===== config.mk =====
export PLATFORM = sky130hd
export DESIGN_NAME = beacon_timer_set
export DESIGN_NICKNAME = d
export VERILOG_FILES = /design/src/rtl/bts_pkg.sv /design/src/rtl/bts_timer.sv /design/src/rtl/bts_win_pair.sv /design/src/rtl/beacon_timer_set.sv
export SDC_FILE = /design/constraint.sdc
export NUM_CORES = 1
export LEC_CHECK = 0
export CORE_MARGIN = 8
export CORE_UTILIZATION = 34
export CTS_BUF_LIST = sky130_fd_sc_hd__clkbuf_8
export CTS_CLUSTER_DIAMETER = 200
export DETAILED_ROUTE_END_ITERATION = 10
export PLACE_DENSITY_LB_ADDON = 0.1
export SLEW_MARGIN = 5
export SYNTH_ARGS = -nofsm -noshare
export SYNTH_HDL_FRONTEND = slang
export SYNTH_SLANG_ARGS = --single-unit

===== constraint.sdc =====
create_clock -name clk -period 5.07 [get_ports clk]
set_clock_uncertainty 0.2 [all_clocks]
set_input_delay 1.014 -clock clk [delete_from_list [all_inputs] [get_ports clk]]
set_output_delay 1.014 -clock clk [all_outputs]
set_load 0.005 [all_outputs]

===== src/rtl/bts_pkg.sv =====
package bts_pkg;
  typedef enum logic [1:0] {
    MODE_STATION = 2'd0,
    MODE_ADHOC   = 2'd1,
    MODE_AP      = 2'd2,
    MODE_MESH    = 2'd3
  } bcn_mode_e;

  localparam int unsigned NUM_TIMERS = 4;
  localparam int unsigned IDX_TBTT = 0;
  localparam int unsigned IDX_DMA  = 1;
  localparam int unsigned IDX_SWBA = 2;
  localparam int unsigned IDX_ATIM = 3;

  function automatic logic is_fine(input int unsigned idx);
    return (idx == IDX_DMA) || (idx == IDX_SWBA);
  endfunction
endpackage


===== src/rtl/bts_timer.sv =====
module bts_timer #(
  parameter int unsigned W = 16
) (
  input  logic         clk,
  input  logic         rst_n,
  input  logic         load_i,
  input  logic         load_arm_i,
  input  logic [W-1:0] load_val_i,
  input  logic [W-1:0] step_i,
  input  logic [W-1:0] now_i,
  output logic [W-1:0] cnt_o,
  output logic         evt_o
);
  logic [W-1:0] cnt_q, cnt_d;
  logic         arm_q, arm_d;
  logic         evt_q, evt_d;
  logic         hit;

  always_comb begin
    hit   = arm_q && (now_i == cnt_q);
    cnt_d = cnt_q;
    arm_d = arm_q;
    evt_d = 1'b0;
    if (load_i) begin
      cnt_d = load_val_i;
      arm_d = load_arm_i;
    end else if (hit) begin
      cnt_d = cnt_q + step_i;
      evt_d = 1'b1;
    end
  end

  always_ff @(posedge clk or negedge rst_n) begin
    if (!rst_n) begin
      cnt_q <= '0;
      arm_q <= 1'b0;
      evt_q <= 1'b0;
    end else begin
      cnt_q <= cnt_d;
      arm_q <= arm_d;
      evt_q <= evt_d;
    end
  end

  assign cnt_o = cnt_q;
  assign evt_o = evt_q;
endmodule


===== src/rtl/bts_win_pair.sv =====
module bts_win_pair #(
  parameter int unsigned W = 16
) (
  input  logic [W-1:0] a_i,
  input  logic [W-1:0] b_i,
  input  logic [W-1:0] win_i,
  input  logic [W-1:0] ival_i,
  output logic         ok_o
);
  localparam int unsigned X = W + 3;
  localparam logic signed [X-1:0] WRAP = X'(1) <<< W;

  logic signed [X-1:0] sa, sb, sw, si, rest;
  logic c_plain, c_a_upd, c_a_wrap, c_b_wrap;

  always_comb begin
    sa   = $signed({3'b000, a_i});
    sb   = $signed({3'b000, b_i});
    sw   = $signed({3'b000, win_i});
    si   = $signed({3'b000, ival_i});
    rest = si - sw;
    c_plain  = (sb - sa) == sw;
    c_a_upd  = (sa - sb) == rest;
    c_a_wrap = ((sa + WRAP) - sb) == rest;
    c_b_wrap = ((sb + WRAP) - sa) == sw;
    ok_o = c_plain || c_a_upd || c_a_wrap || c_b_wrap;
  end
endmodule


===== src/rtl/beacon_timer_set.sv =====
module beacon_timer_set #(
  parameter int unsigned TSF_W  = 32,
  parameter int unsigned TU_W   = 16,
  parameter int unsigned TU_LSB = 10,
  parameter int unsigned EXT    = 3
) (
  input  logic                 clk,
  input  logic                 rst_n,
  input  logic [TSF_W-1:0]     tsf_i,
  input  logic                 init_i,
  input  logic [1:0]           mode_i,
  input  logic [TU_W-1:0]      next_tbtt_i,
  input  logic [TU_W-1:0]      interval_i,
  input  logic [TU_W-1:0]      dma_lead_i,
  input  logic [TU_W-1:0]      sw_lead_i,
  input  logic                 bmiss_i,
  output logic [TU_W-1:0]      tbtt_o,
  output logic [TU_W+EXT-1:0]  dma_o,
  output logic [TU_W+EXT-1:0]  swba_o,
  output logic [TU_W-1:0]      atim_o,
  output logic [3:0]           evt_o,
  output logic                 win_ok_o,
  output logic                 bmiss_pend_o
);
  import bts_pkg::*;

  localparam int unsigned FINE_W   = TU_W + EXT;
  localparam int unsigned FINE_LSB = TU_LSB - EXT;

  logic [TU_W-1:0]   now_tu;
  logic [FINE_W-1:0] now_fine;
  logic [TU_W-1:0]   ival_q, ival_d, dlead_q, dlead_d;
  logic              pend_q, pend_d, win_q, win_d;
  logic              alerts_on, tbtt_zero;
  logic [FINE_W-1:0] ld_val [NUM_TIMERS];
  logic [FINE_W-1:0] step_v [NUM_TIMERS];
  logic [FINE_W-1:0] now_v  [NUM_TIMERS];
  logic [FINE_W-1:0] cur_v  [NUM_TIMERS];
  logic              arm_v  [NUM_TIMERS];
  logic              ok_atim, ok_dma;

  assign now_tu   = tsf_i[TU_LSB+TU_W-1:TU_LSB];
  assign now_fine = tsf_i[TU_LSB+TU_W-1:FINE_LSB];

  always_comb begin
    alerts_on = (bcn_mode_e'(mode_i) != MODE_STATION);
    tbtt_zero = (bcn_mode_e'(mode_i) == MODE_AP) || (bcn_mode_e'(mode_i) == MODE_MESH);
    ld_val[IDX_TBTT] = tbtt_zero ? '0 : FINE_W'(next_tbtt_i);
    ld_val[IDX_DMA]  = alerts_on ? {TU_W'(next_tbtt_i - dma_lead_i), EXT'(0)} : '0;
    ld_val[IDX_SWBA] = alerts_on ? {TU_W'(next_tbtt_i - sw_lead_i), EXT'(0)} : '0;
    ld_val[IDX_ATIM] = FINE_W'(TU_W'(next_tbtt_i + 1'b1));
    arm_v[IDX_TBTT]  = 1'b1;
    arm_v[IDX_DMA]   = alerts_on;
    arm_v[IDX_SWBA]  = alerts_on;
    arm_v[IDX_ATIM]  = 1'b1;
  end

  for (genvar i = 0; i < NUM_TIMERS; i++) begin : g_tmr
    localparam int unsigned W = is_fine(i) ? FINE_W : TU_W;
    logic [W-1:0] cnt_w;
    if (is_fine(i)) begin : g_fine
      assign now_v[i]  = now_fine;
      assign step_v[i] = {ival_q, EXT'(0)};
    end else begin : g_tu
      assign now_v[i]  = FINE_W'(now_tu);
      assign step_v[i] = FINE_W'(ival_q);
    end
    bts_timer #(.W(W)) u_tmr (
      .clk        (clk),
      .rst_n      (rst_n),
      .load_i     (init_i),
      .load_arm_i (arm_v[i]),
      .load_val_i (ld_val[i][W-1:0]),
      .step_i     (step_v[i][W-1:0]),
      .now_i      (now_v[i][W-1:0]),
      .cnt_o      (cnt_w),
      .evt_o      (evt_o[i])
    );
    assign cur_v[i] = FINE_W'(cnt_w);
  end

  assign tbtt_o = cur_v[IDX_TBTT][TU_W-1:0];
  assign dma_o  = cur_v[IDX_DMA];
  assign swba_o = cur_v[IDX_SWBA];
  assign atim_o = cur_v[IDX_ATIM][TU_W-1:0];

  bts_win_pair #(.W(TU_W)) u_win_atim (
    .a_i    (tbtt_o),
    .b_i    (atim_o),
    .win_i  (TU_W'(1)),
    .ival_i (ival_q),
    .ok_o   (ok_atim)
  );

  bts_win_pair #(.W(TU_W)) u_win_dma (
    .a_i    (dma_o[FINE_W-1:EXT]),
    .b_i    (tbtt_o),
    .win_i  (dlead_q),
    .ival_i (ival_q),
    .ok_o   (ok_dma)
  );

  always_comb begin
    ival_d  = init_i ? interval_i : ival_q;
    dlead_d = init_i ? dma_lead_i : dlead_q;
    pend_d  = init_i ? 1'b0 : (pend_q | bmiss_i);
    win_d   = ok_atim && ok_dma;
  end

  always_ff @(posedge clk or negedge rst_n) begin
    if (!rst_n) begin
      ival_q  <= '0;
      dlead_q <= '0;
      pend_q  <= 1'b0;
      win_q   <= 1'b0;
    end else begin
      ival_q  <= ival_d;
      dlead_q <= dlead_d;
      pend_q  <= pend_d;
      win_q   <= win_d;
    end
  end

  assign win_ok_o     = win_q;
  assign bmiss_pend_o = pend_q;
endmodule


Yosys cells after proc, flatten, opt, wreduce, memory -nomap -nowiden
Index checks and enable logic that the tools add are counted.
Word-level totals
  bits in registers: 110
  latch bits: 0
  memory bits (writable): 0
  memory bits (read-only): 0
  input bits: 102
  output and inout bits: 76
  word-level logic and storage cells: 86
  memories kept: 0
Operators by class
  add/subtract/negate cells: 20
  multipliers: 0
  divide/modulo/power cells: 0
  magnitude comparators: 0
  equality and inequality tests: 14
  shift-type cells: 0
  mux-type cells: 20
  bitwise operators: 1
  reduce and logical (&&, ||, !) cells: 17
Operators with widths (count)
  19-bit == test: 6
  19-bit two-way mux: 6
  16-bit by 16-bit subtractor with 17-bit output: 5
  16-bit two-way mux: 5
  19-bit by 17-bit subtractor with 19-bit output: 4
  16-bit by 17-bit adder with 18-bit output, second input constant: 3
  19-bit adder: 2
  19-bit by 17-bit == test with 1-bit output: 2
  19-bit by 2-bit == test with 1-bit output, second input constant: 2
  16-bit adder: 2
  16-bit == test: 2
  16-bit subtractor: 2
  16-bit by 1-bit subtractor with 17-bit output, second input constant: 1
  16-bit by 1-bit adder with 16-bit output, second input constant: 1
  2-bit nonzero test: 5
  1-bit two-way mux: 9
  1-bit logical OR: 7
  1-bit logical AND: 5
  2-bit == test, second input constant: 2
  1-bit OR: 1

Longest topological paths before layout
Gate-level depths: netlist of the first run.
  depth in word-level cells: 6
  mapped depth: 21

By module
From an unflattened synthesis of the first run, not the netlist that was laid out.
Unflattened totals
  cell total of the unflattened synthesis: 2150
  area total of the unflattened synthesis: 16859.9 um^2
Modules (own cells, without submodules)
  bts_timer (g_tmr[1].u_tmr ...): instances 2, cells an instance 271, area an instance 2195.9 um^2, seq. area each 525.5 um^2
  beacon_timer_set: instances 1, cells an instance 401, area an instance 3362.0 um^2, seq. area each 850.8 um^2
  bts_win_pair (u_win_dma): instances 1, cells an instance 389, area an instance 2837.7 um^2, seq. area each 0.0 um^2
  bts_win_pair (u_win_atim): instances 1, cells an instance 403, area an instance 2816.5 um^2, seq. area each 0.0 um^2
  bts_timer (g_tmr[0].u_tmr): instances 1, cells an instance 218, area an instance 1794.2 um^2, seq. area each 450.4 um^2
  bts_timer (g_tmr[3].u_tmr): instances 1, cells an instance 197, area an instance 1657.8 um^2, seq. area each 450.4 um^2

Least setup slack after synthesis of the first run
OpenSTA, ideal clock, no wires.
  kind: flip-flop to flip-flop
  from: register g_tmr[0].u_tmr.cnt_q[1]
  to: register win_q, in the netlist win_ok_o
  library setup time: 0.080 ns
  arrival: 3.918 ns
  data required time: 4.790 ns
  slack: 0.872 ns
  stages on the path, launching flop included: 20
  path buffers: 0
  cells stage by stage: dfrtp_1 -> inv_1 -> fa_1 -> a211oi_1 -> o21ai_0 -> a21o_1 -> nand4_1 -> nand2_1 -> a31oi_1 -> o21ai_0 -> a21o_1 -> a21oi_1 -> ha_1 -> o221ai_1 -> a211oi_1 -> nand4_1 -> nor4_1 -> nand4_1 -> a2111oi_0 -> a2bb2oi_1
Between the ends
  word-level cells in the longest chain between the ends: 6
  elaborated cells between the ends (all ways): 24
  classes of those cells: 9 x add/sub; 8 x eq/ne; 7 x reduce/logical
Ends and longest elaborated chain
  start: declaration: RTL line bts_timer.sv:14  | logic [W-1:0] cnt_q, cnt_d;
  start signal: assignment: RTL line bts_timer.sv:39  | cnt_q <= cnt_d;
  16-bit by 17-bit adder with 18-bit output, or another cell as far along: RTL line bts_win_pair.sv:24, bts_win_pair.sv:25
  19-bit by 17-bit subtractor with 19-bit output, or another cell as far along: RTL line bts_win_pair.sv:24  | c_a_wrap = ((sa + WRAP) - sb) == rest;
  19-bit == test / 1-bit logical OR (equally long branches): RTL line bts_win_pair.sv:24, bts_win_pair.sv:26
  1-bit logical OR (2 in series): RTL line bts_win_pair.sv:26  | ok_o = c_plain || c_a_upd || c_a_wrap || c_b_wrap;
  1-bit logical AND *: RTL line beacon_timer_set.sv:107  | win_d = ok_atim && ok_dma;
  net win_d: RTL line beacon_timer_set.sv:33  | logic pend_q, pend_d, win_q, win_d;
  end signal: assignment: RTL line beacon_timer_set.sv:120  | win_q <= win_d;
  end: declaration: RTL line beacon_timer_set.sv:33
Mark *: on every way through the listed nets, which the timed path passes. The rest lies on a longest branch.
A chain may end at the register's enable or synchronous reset.

Worst setup path in the final report of the first run
  from: register g_tmr[0].u_tmr.cnt_q[0]
  to: register win_q, in the netlist win_ok_o
Same word-level chain as after synthesis.

==> results of run 1 <==
[metal layers]
metal  track usage [%]  up-vias
met5                 0        -
met2             37.90      500
met3             3.204       74
met4             8.554        0
met1             34.14     6424
li1                  -     6472
[path summary, 6_finish.rpt]
check	to	depth (start not counted)
max reg2reg	win_ok_o	21
min reg2reg	bmiss_pend_o	2
max in group asynchronous	dlead_q[9]	2
min	bmiss_pend_o	2
min in group asynchronous	ival_q[3]	1
max	win_ok_o	21
[sequential cells by signal, summed over array words and instances (netlist names)]
signal and count:
ival_q 16, g_tmr.u_tmr.evt_o 4, g_tmr.u_tmr.cnt_o 64, bmiss_pend_o 1, g_tmr.u_tmr.arm_q 2, win_ok_o 1, dlead_q 16
[worst max-delay path, stage by stage (launching register included)]
cell       delay, ps
dfrtp_1          410
buf_4            140
inv_1            160
ha_1             200
inv_1             50
fa_1             410
nand3_1          140
a21oi_1           80
o31ai_1          310
a21oi_1          190
a31o_2           310
a21oi_1          140
o21ai_0           80
a21oi_1          140
nor2_1            80
nor2_1           110
ha_1             160
o2111ai_1        100
a2111oi_0        520
nand4_1          140
or4_1            470
a2bb2oi_1        150
[layout by cell type (no fill, tap or decap), types with 29 or more instances in the layout]
master             n
o21ai_0           82
nor2b_1           29
xnor2_1          147
nor2_1           128
xor2_1           116
ha_1             175
nor3_1            42
clkdlybuf4s50_1  156
a21o_1            46
nand3_1           31
dfrtp_1          104
buf_4             79
nand2_1           97
inv_1            133
a21oi_1          178
[through the flow]
step | instances | util (%) | worst slack (ps) | hold slack [ps]
after detailed placement | 2437 | 40.41 | 160.0 | 287.4
after global placement | 2437 | 40.41 | 267.5 | 278.0
after floorplan | 1739 | - | 872.5 | 259.8
final | 2454 | 40.95 | 332.4 | 313.3
after global routing | 2454 | 40.95 | 6.910 | 349.6
after CTS | 2453 | 40.92 | 119.0 | 314.7
[cells by family after synthesis]
| logic type | Yosys count | share of synthesized area, % |
|---|---|---|
| fa+ha+maj | 186 | 17.38 |
| compound gates | 481 | 21.80 |
| simple gates | 459 | 16.51 |
| other cells | 1 | 0.02704 |
| flops | 104 | 18.77 |
| mux | 34 | 2.599 |
| buf+inv | 203 | 5.901 |
| xor+xnor | 266 | 17.01 |
[power breakdown]
| part | internal [mW] | switching [mW] | total, mW |
|---|---|---|---|
| Clock | 0.244 | 0.352 | 0.596 |
| Combinational | 1.24 | 1.58 | 2.82 |
| Sequential | 0.910 | 0.130 | 1.04 |
[what timing repair did]
item,in CTS,in global routing
hold buffers,0,0
gates resized for setup,0,3
endpoints found under the setup margin,0,1
[final cells by class]
cell class | count | area [um2]
fill | 4214 | 23950
multi-input combinational | 1432 | 10480
sequential | 104 | 2603
timing repair buffer | 235 | 2155
tap | 532 | 665.6
inverter | 134 | 503.0
clock buffer | 10 | 137.6
clock inverter | 6 | 67.56
antenna | 1 | 2.502
==> reports/summary.txt, run 1 <==
post-route cell area: 16610 um2
first-pass GRT wire length: 86280 um
Met3 Wirelength: 3826 um
CP arrival: 4890 ps
syn_area_per_cell: 7.996 um2
ranking of synthesized cells by area: dfrtp_1, ha_1, xnor2_1, xor2_1, a21oi_1
DR WL/cell: 24.21 um
clk sinks: 104
final wirelength: 59400 um
initial drt markers: 1267
Async SR Flop Fraction: 100.0%
minimum clock period after layout: 4738 ps
Final ANT Viol Nets: 0
largest net degree at the start of global routing: 68
maxcap violations: 0
area of the core: 40550 um2
chip height: 217.9 um
Post-CTS Setup Bufs: 0
IO Port Bufs: 158
gp weighted congestion: 0.9653
R2R Setup Slk: 330 ps
Via density: 5.489
detailed-route via count: 13.47k
top-count cell post-synth: a21oi_1
Starting Density: 34.19%
P_leak: 7.413 nW
GRT Total Usage: 24.36%
post-DP HPWL: 47700 um
dpl cell area: 16390 um2
outcome: finished clean
Synth top area share: 18.77%
startpoint types: flip-flop
vias in the first global route: 13.18k
grt total ovfl: 0
# DRC: 0
setup TNS: 0 ps
worst vdd ir: 0.0001244 V
crit path capture type: flip-flop
Max Transition Viols Final: 0
Synth Flop Type: dfrtp_1
Synth top cells by count: a21oi_1, ha_1, xnor2_1
Worst-Margin Slew: 1006 ps
drt first pass iters: 5
HP Class: reg2reg
row cnt: 74
# nets final: 2204
RR Startpoint: g_tmr[0].u_tmr.cnt_o[0]
register bit count reported by yosys: 104
final setup fails: 0
antenna violations before repair: 3
CTS tree: yes
clk root buf: clkbuf_8
critical path peak fanout: 3
Post-synth EDFFs: 0
YS warnings: 0
routed wl met2: 25770 um
Synth Instances: 1734
CTS buffer count: 9
num ports: 178
htree depth: 3
Post-Route M1 WL: 27710 um
WS Path Type: reg2reg
total power: 4.451 mW
Die Span X: 217.9 um
P per Cell Area: 268.0 nW/um2
DR top layer: met4
Seq/Total Area, Yosys: 18.77%
post-synth cell types: 77
ratio of final minimum period to clock period: 93.44%
worst-skew pair later-pin latency: 410 ps
relative slew slack: 32.96%
Clock Path Buffers: 2
clk slew on worst S/H paths: 120 ps
CP startpoint: g_tmr[0].u_tmr.cnt_o[0]
Worst Path Required: 5220 ps
unrepaired setup endpoints after global routing: no
Hold Vio Cnt, Final: 0
synthesized area: 13870 um2
die area: 47500 um2
ratio of cells with drive above 1 in the final layout: 7.652%
Hold Path Origin: bmiss_pend_o
Max Clk Rate: 0.2111 GHz
Area growth, synth to finish: 19.78%
Yosys top cell by area: dfrtp_1
(Power assumes the default switching activity.)
==> run 2: changes to the inputs <==
- MAX_ROUTING_LAYER: unset -> met4
==> reports/summary.txt, run 2 (synthesis results as in run 1) <==
outcome: finished clean
worst-skew pair later-pin latency: 430 ps
Worst-Margin Slew: 1015 ps
detailed-route via count: 13.65k
vias in the first global route: 13.30k
worst vdd ir: 0.0001294 V
post-DP HPWL: 48180 um
ratio of final minimum period to clock period: 92.59%
area of the core: 40550 um2
Hold Vio Cnt, Final: 0
CP arrival: 4870 ps
row cnt: 74
Fillers: 4234
crit path capture type: flip-flop
CTS tree: yes
clk sinks: 104
P_leak: 7.448 nW
WS Path Type: reg2reg
clk root buf: clkbuf_8
# nets final: 2208
multi-input logic area: 10500 um2
maxcap violations: 0
grt total ovfl: 0
total power: 4.539 mW
antenna violations before repair: 1
htree depth: 3
drt first pass iters: 7
setup TNS: 0 ps
IO Port Bufs: 158
Max Transition Viols Final: 0
relative slew slack: 32.36%
chip height: 217.9 um
FF/Latch Area: 2603 um2
dpl cell area: 16430 um2
CP startpoint: g_tmr[1].u_tmr.cnt_o[3]
FF-to-FF path depth: 22
Clock Path Buffers: 2
CTS buffer count: 9
Area growth, synth to finish: 20.41%
worst r2r dst: win_ok_o
Hold Slack: 312.9 ps
P per Cell Area: 271.9 nW/um2
minimum clock period after layout: 4695 ps
Via density: 5.553
Worst Path Required: 5240 ps
Resize count post-CTS: 0
# DRC: 0
final setup fails: 0
ratio of cells with drive above 1 in the final layout: 8.052%
flip-flop count of the largest register after layout: 64
# hold bufs at CTS: 0
initial drt markers: 1089
R2R Setup Slk: 380 ps
Max Clk Rate: 0.2130 GHz
clk slew on worst S/H paths: 130 ps
final wirelength: 59960 um
dpl cells: 2441
Final ANT Viol Nets: 0
Die Span X: 217.9 um
HP Class: reg2reg
fin cells: 2458
die area: 47500 um2
most common cell after layout, fill and taps aside: a21oi_1
Post-CTS Setup Bufs: 0
Starting Density: 34.19%
gp weighted congestion: 0.9603
commonest non-fill, non-tap cells in the layout: a21oi_1, ha_1, clkdlybuf4s50_1
startpoint types: flip-flop
DR WL/cell: 24.40 um
critical path peak fanout: 3
RR Startpoint: g_tmr[1].u_tmr.cnt_o[3]
GRT Total Usage: 25.40%
largest net degree at the start of global routing: 86
post-route cell area: 16700 um2
num ports: 178
CP Capture Point: win_ok_o
first-pass GRT wire length: 87270 um
-- run 2: metrics by stage --
step | setup slack, ps | utilization [%]
2_1_floorplan | 872.5 | -
3_3_place_gp | 209.9 | 40.52
3_5_place_dp | 92.03 | 40.52
4_1_cts | 61.10 | 41.08
5_1_grt | -1.554 | 41.16
6_report | 375.5 | 41.17
-- run 2: report_power, final --
part / internal (mW) / leakage (nW) / switching (mW) / total, mW
clock: 0.284 / 0.110 / 0.376 / 0.660
sequential: 0.910 / 1.26 / 0.130 / 1.04
combinational: 1.25 / 6.08 / 1.59 / 2.84
-- run 2: worst min-delay path by stage --
stage                                    start                   end  slack, ps  depth (start not counted)
final                             bmiss_pend_o          bmiss_pend_o        310                          2
after detailed placement          bmiss_pend_o          bmiss_pend_o        280                          2
after CTS                         bmiss_pend_o          bmiss_pend_o        310                          2
after global placement            bmiss_pend_o          bmiss_pend_o        280                          2
after global routing              bmiss_pend_o          bmiss_pend_o        320                          2
after floorplan           g_tmr[3].u_tmr.arm_q  g_tmr[3].u_tmr.arm_q        260                          1
-- run 2: metal layers --
layer	up-vias	wire length, um	track usage, %
li1	6509	-	-
met1	6607	28590	35.15
met2	456	25720	37.63
met3	77	3221	2.635
met4	0	2426	9.852
met5	-	0	-
-- run 2: area by class of cell --
class	instances	share of cell area (%)
multi-input cells	1432	62.88
flip-flops and latches	104	15.59
inverters	134	3.013
clock inverters	7	0.6145
diodes	1	0.01499
repair buffers	239	13.16
well taps	532	3.987
clock buffers	9	0.7419
-- run 2: worst max-delay path, cell delays in order, from the launching register on --
cell and delay (ps):
dfrtp_1 390, inv_1 80, ha_1 190, inv_1 60, fa_1 450, a211oi_2 300
buf_4 170, o21ai_0 80, a21o_1 210, nand4_1 80, nand2_1 110, a31oi_2 250
o21ai_1 140, a21o_1 190, a21oi_1 220, ha_1 190, o221ai_1 100, a211oi_1 180
nand4_1 170, nor4_2 290, nand4_1 150, a2111oi_2 240, a2bb2oi_1 190
==> run 3: changes to the inputs <==
- CTS_CLUSTER_SIZE: unset -> 10
==> results of run 3 <==
The final DEF is identical to that of run 2; final timing and power are the same.
